<file path="src/rtl/irqc_pkg.sv">
package irqc_pkg;
  localparam int ADDR_W = 2;
  localparam logic [ADDR_W-1:0] ADDR_MASK = 2'd0;
  localparam logic [ADDR_W-1:0] ADDR_FLAG = 2'd1;
  localparam logic [ADDR_W-1:0] ADDR_INS  = 2'd2;
  localparam logic [ADDR_W-1:0] ADDR_PEND = 2'd3;

  typedef struct packed {
    logic wrMask;
    logic clrFlag;
  } regStrobeT;
endpackage

</file>
<file path="src/rtl/irqc_datapath.sv">
module irqc_datapath
  import irqc_pkg::*;
#(
  parameter int NUM_SRC = 8
) (
  input  logic                clk,
  input  logic                rstN,
  input  regStrobeT           strb,
  input  logic [NUM_SRC-1:0]  srcEvent,
  input  logic [NUM_SRC-1:0]  wrData,
  input  logic [ADDR_W-1:0]   rdAddr,
  input  logic                insQ,
  output logic                anyPend,
  output logic [NUM_SRC-1:0]  rdData
);
  logic [NUM_SRC-1:0] flagQ;
  logic [NUM_SRC-1:0] maskQ;
  logic [NUM_SRC-1:0] pendVec;

  for (genvar i = 0; i < NUM_SRC; i++) begin : g_src
    always_ff @(posedge clk) begin
      if (!rstN) begin
        flagQ[i] <= 1'b0;
        maskQ[i] <= 1'b0;
      end else begin
        // an event in the same cycle beats a clear
        if (srcEvent[i])
          flagQ[i] <= 1'b1;
        else if (strb.clrFlag && wrData[i])
          flagQ[i] <= 1'b0;
        if (strb.wrMask)
          maskQ[i] <= wrData[i];
      end
    end
  end

  assign pendVec = flagQ & maskQ;
  assign anyPend = |pendVec;

  always_comb begin
    unique case (rdAddr)
      ADDR_MASK: rdData = maskQ;
      ADDR_FLAG: rdData = flagQ;
      ADDR_INS:  rdData = {{(NUM_SRC-1){1'b0}}, insQ};
      default:   rdData = pendVec;
    endcase
  end


  flag_set_chk: assert property (@(posedge clk) disable iff (!rstN)
    (|srcEvent) |=> ((flagQ & $past(srcEvent)) == $past(srcEvent)));


  flag_sticky_chk: assert property (@(posedge clk) disable iff (!rstN)
    !strb.clrFlag |=> ((flagQ & $past(flagQ)) == $past(flagQ)));
endmodule

</file>
<file path="src/rtl/irqc_ctrl.sv">
module irqc_ctrl
  import irqc_pkg::*;
(
  input  logic              clk,
  input  logic              rstN,
  input  logic              regWrEn,
  input  logic [ADDR_W-1:0] regAddr,
  input  logic              wrBit0,
  input  logic              globalEn,
  input  logic              anyPend,
  input  logic              cpuAccept,
  input  logic              retiPulse,
  input  logic              popClrPulse,
  output regStrobeT         strb,
  output logic              irqReq,
  output logic              vecTaken,
  output logic              insQ
);
  logic insWr;
  logic takeNow;
  logic clrPulse;

  always_comb begin
    strb.wrMask  = regWrEn && (regAddr == ADDR_MASK);
    strb.clrFlag = regWrEn && (regAddr == ADDR_FLAG);
    insWr        = regWrEn && (regAddr == ADDR_INS);
  end

  assign irqReq   = anyPend && globalEn && !insQ;
  assign takeNow  = cpuAccept && irqReq;
  assign clrPulse = retiPulse || popClrPulse;

  always_ff @(posedge clk) begin
    if (!rstN) begin
      insQ     <= 1'b0;
      vecTaken <= 1'b0;
    end else begin
      vecTaken <= takeNow;
      if (takeNow)
        insQ <= 1'b1;
      else if (clrPulse)
        insQ <= 1'b0;
      else if (insWr)
        insQ <= wrBit0;
    end
  end


  vec_pulse_chk: assert property (@(posedge clk) disable iff (!rstN)
    vecTaken |=> !vecTaken);


  vec_ins_chk: assert property (@(posedge clk) disable iff (!rstN)
    vecTaken |-> insQ);


  ret_clear_chk: assert property (@(posedge clk) disable iff (!rstN)
    (clrPulse && !takeNow) |=> !insQ);


  take_wins_chk: assert property (@(posedge clk) disable iff (!rstN)
    takeNow |=> (insQ && vecTaken));
endmodule

</file>
<file path="src/rtl/irq_mask_ctrl.sv">
module irq_mask_ctrl
  import irqc_pkg::*;
#(
  parameter int NUM_SRC = 8
) (
  input  logic               clk,
  input  logic               rstN,
  input  logic [NUM_SRC-1:0] srcEvent,
  input  logic               globalEn,
  input  logic               regWrEn,
  input  logic [ADDR_W-1:0]  regAddr,
  input  logic [NUM_SRC-1:0] regWrData,
  output logic [NUM_SRC-1:0] regRdData,
  input  logic               cpuAccept,
  input  logic               retiPulse,
  input  logic               popClrPulse,
  output logic               irqReq,
  output logic               vecTaken,
  output logic               inService
);
  regStrobeT strb;
  logic      anyPend;

  irqc_ctrl i_ctrl (
    .clk        (clk),
    .rstN       (rstN),
    .regWrEn    (regWrEn),
    .regAddr    (regAddr),
    .wrBit0     (regWrData[0]),
    .globalEn   (globalEn),
    .anyPend    (anyPend),
    .cpuAccept  (cpuAccept),
    .retiPulse  (retiPulse),
    .popClrPulse(popClrPulse),
    .strb       (strb),
    .irqReq     (irqReq),
    .vecTaken   (vecTaken),
    .insQ       (inService)
  );

  irqc_datapath #(.NUM_SRC(NUM_SRC)) i_dp (
    .clk     (clk),
    .rstN    (rstN),
    .strb    (strb),
    .srcEvent(srcEvent),
    .wrData  (regWrData),
    .rdAddr  (regAddr),
    .insQ    (inService),
    .anyPend (anyPend),
    .rdData  (regRdData)
  );
endmodule

</file>
<file path="config.mk">
export PLATFORM = sky130hd
export DESIGN_NAME = irq_mask_ctrl
export DESIGN_NICKNAME = d
export VERILOG_FILES = /design/src/rtl/irqc_pkg.sv /design/src/rtl/irqc_datapath.sv /design/src/rtl/irqc_ctrl.sv /design/src/rtl/irq_mask_ctrl.sv
export SDC_FILE = /design/constraint.sdc
export NUM_CORES = 1
export LEC_CHECK = 0
export BUFFER_PORTS_ARGS = -buffer_cell sky130_fd_sc_hd__buf_4
export CAP_MARGIN = 20
export CORE_MARGIN = 2
export CORE_UTILIZATION = 44
export CTS_CLUSTER_SIZE = 30
export DETAILED_ROUTE_END_ITERATION = 8
export PLACE_DENSITY = 0.8
export REMOVE_ABC_BUFFERS = 1
export SLEW_MARGIN = 20
export SYNTH_ARGS = -nofsm -noshare
export SYNTH_HDL_FRONTEND = slang
export SYNTH_SLANG_ARGS = --single-unit
export TNS_END_PERCENT = 100
</file>
<file path="constraint.sdc">
create_clock -name clk -period 1.7 [get_ports clk]
set_clock_uncertainty 0.1 [all_clocks]
set_input_delay 0.255 -clock clk [delete_from_list [all_inputs] [get_ports clk]]
set_output_delay 0.255 -clock clk [all_outputs]
set_load 0.02 [all_outputs]
</file>
==> run metrics <==
total global-route track usage=between 10% and 20%; Slowest-stage cell, CP=dfxtp_2; worst hold path type=primary input to flop; drt initial violations=9; Data arrival, critical path=1.27 ns; Area contributors post-synth=dfxtp_1 (41%), mux2i_1 (10%), o21a_1 (6.8%); Area growth syn-to-layout=39.7%; Critical Path End Type=output pin; Synth top area share=41.0%; R2R Path End=i_ctrl.insQ; Peak VDD IR=about 0.53 mV; Critical Path Sink=irqReq; Buf+Inv Stages, Crit Path=1; clock sinks=18; Fin. Hold Viols=0; max_slew headroom=71.7%; Max Cap Viol=0; TNS Setup=0 ns; status=completed; WHS=0.0779 ns; antenna-violating nets left=0; crit path from=i_dp.flagQ[7]; Placed Instances=152; crit path kind=flop to output pin; worst slew pin tran=around 0.42 ns; P per Cell Area=689 mW/mm^2; number of buffers added on ports=35; dpl hpwl=between 1.5 and 2 mm; Initial Util=45.8%; Clk pwr share=roughly a quarter; clock-pin slew on the worst setup and hold paths=0.10 ns; flops & latches, synth=18; highest achievable clock rate=614 MHz; Reg2Reg Depth=3; Final Wtd Congestion=0.777; final WL=approximately 2.1 mm; mapped cell area=880 sq um; delay-heaviest family, CP=flip-flops; Clock Latency Late Sink=0.28 ns; P_leak=0.545 nW; crit-path cells=a22oi_2 > and4_4 > nor3b_2 > buf_4; drt drc=0; critical path depth in cells=4; register area share after synthesis=41.0%; RSZ-0062 raised after global routing=no; CTS Root Cell=clkbuf_4; number of fillers in the final layout=177; Top Ports=36; vias in the first global route=821; gr ovfl total=0; Setup crit start kind=flop; setup ws final=0.0707 ns; hold buffer count at cts=0; layout cell share with drive strength beyond 1=a little over 40%; first-pass GRT wire length=approximately 3.6 mm; Worst R2R Start=i_dp.flagQ[7]; Max Buffers Root-to-Sink=2; Yosys top cell by area=dfxtp_1; iteration count of the initial detailed-routing pass=4; vias per cell=5.37; Rows=16; Post-Synthesis Cells=between 90 and 100; Final Critical Period=1.63 ns; Vias=833; Switching Fraction=roughly 26%; Die H=48.7 microns; final cell area excluding filler cells=0.00123 sq mm; CTS Buf Count=3; hold_sp=srcEvent[6]; wire per inst=13.5 microns; NetSw=0.216 mW; critical path peak fanout=4; die area=approximately 0.0024 sq mm; Post-CTS Setup Inserts=0; Largest stage delay, worst path=0.35 ns; crit share post-route=between 90 and 100%; synth unique cells=26; required time of the worst setup path=1.34 ns; placed cell areas=between 0.001 and 0.0015 sq mm; fin. max-slew vios=0; Comb power frac=21.7%; commonest non-fill, non-tap cell in the layout=buf_4; # setup viols final=0; internal power=0.630 mW; DIE WIDTH=a little under 50 microns; ANT cells=0; H-tree levels=1; Place WS=roughly 0.19 ns; Core Region=0.00192 sq mm; Syn Area/Cell=approximately 9.7 sq um; most frequent cells in the layout=buf_4 (38), dfxtp_1 (12), nor2_1 (10); largest net degree at the start of global routing=15; initial antenna violation count=0; CTS tree=built; Synth Warn #=0; fin nets=approximately 160; r2r setup slk=0.62 ns; Flop pwr share=55.0%; Final Non-Filler Cells=approximately 160
-- kinds of logic after synthesis --
family / Yosys count / synth area share [%]
AO/OA/AOI/OAI: 34 / 30.0
buffers and inverters: 7 / 3.84
flip-flops: 18 / 41.0
multiplexers: 9 / 10.2
AND/OR/NAND/NOR: 23 / 14.9
-- registers in the layout, indices dropped and copies added, names as in the netlist --
register         flops
i_dp.maskQ           8
i_dp.flagQ           8
i_ctrl.vecTaken      1
i_ctrl.insQ          1
-- metrics by stage --
step / utilization (%) / total power [mW]
after floorplan: - / 0.556
after global placement: 61.2 / 0.646
after detailed placement: 61.2 / 0.651
after CTS: 62.7 / 0.848
after global routing: 63.9 / 0.895
final: 63.9 / 0.846
-- how the worst min path moves through the flow --
stage | cells past startpoint | end | slack, ns
global placement | 2 | i_dp.flagQ[4] | 0.36
CTS | 2 | i_dp.flagQ[3] | 0.08
global route | 2 | i_dp.flagQ[0] | 0.07
finish | 2 | i_dp.flagQ[6] | 0.08
detailed placement | 2 | i_dp.flagQ[7] | 0.37
floorplan | 1 | i_dp.flagQ[7] | 0.27
-- repair_timing --
action                                  in CTS  in global routing
cloned                                       0                  0
resized for setup                            2                  9
endpoints found under the setup margin       1                  1
hold endpoints to repair                     0                  0
-- power groups by stage --
stage,clock network (mW),logic (mW),registers [mW]
floorplan,0,0.0890,0.467
global placement,0,0.177,0.470
detailed placement,0,0.180,0.471
CTS,0.205,0.182,0.461
global route,0.225,0.201,0.469
finish,0.198,0.184,0.465
-- cell usage after synthesis --
master,number
buf_4,1
a22o_1,5
nand4_1,1
nand3b_1,1
nor2_1,10
a21o_1,5
dfxtp_1,18
o21a_1,8
mux2i_1,9
a21boi_1,1
buf_2,1
a21oi_1,1
and4_1,1
clkbuf_2,2
a22oi_1,4
o22ai_1,1
or2b_1,2
a21boi_0,6
inv_1,2
clkinv_1,1
nor3b_1,4
and3b_1,1
a32o_1,2
nor2b_1,2
a221oi_1,1
nor3_1,1
-- layout make-up --
class                           count  area [sq um]  area share (%)
Tap cell                           27          33.8            2.75
Timing Repair Buffer               38           285            23.2
Clock buffer                        3          22.5            1.83
Inverter                            3          11.3           0.916
Multi-Input combinational cell     66           508            41.3
Sequential cell                    18           368            29.9
-- layer usage --
layer / vias up / global-route usage (%) / part of all wire [%]
met5: - / 0 / 0
met4: 0 / 5.71 / 1.0
met3: 2 / 4.01 / 4.8
met2: 24 / 32.9 / 50
met1: 393 / 24.3 / 45
li1: 414 / - / -
No activity file was read; power rests on OpenSTA's default activity.
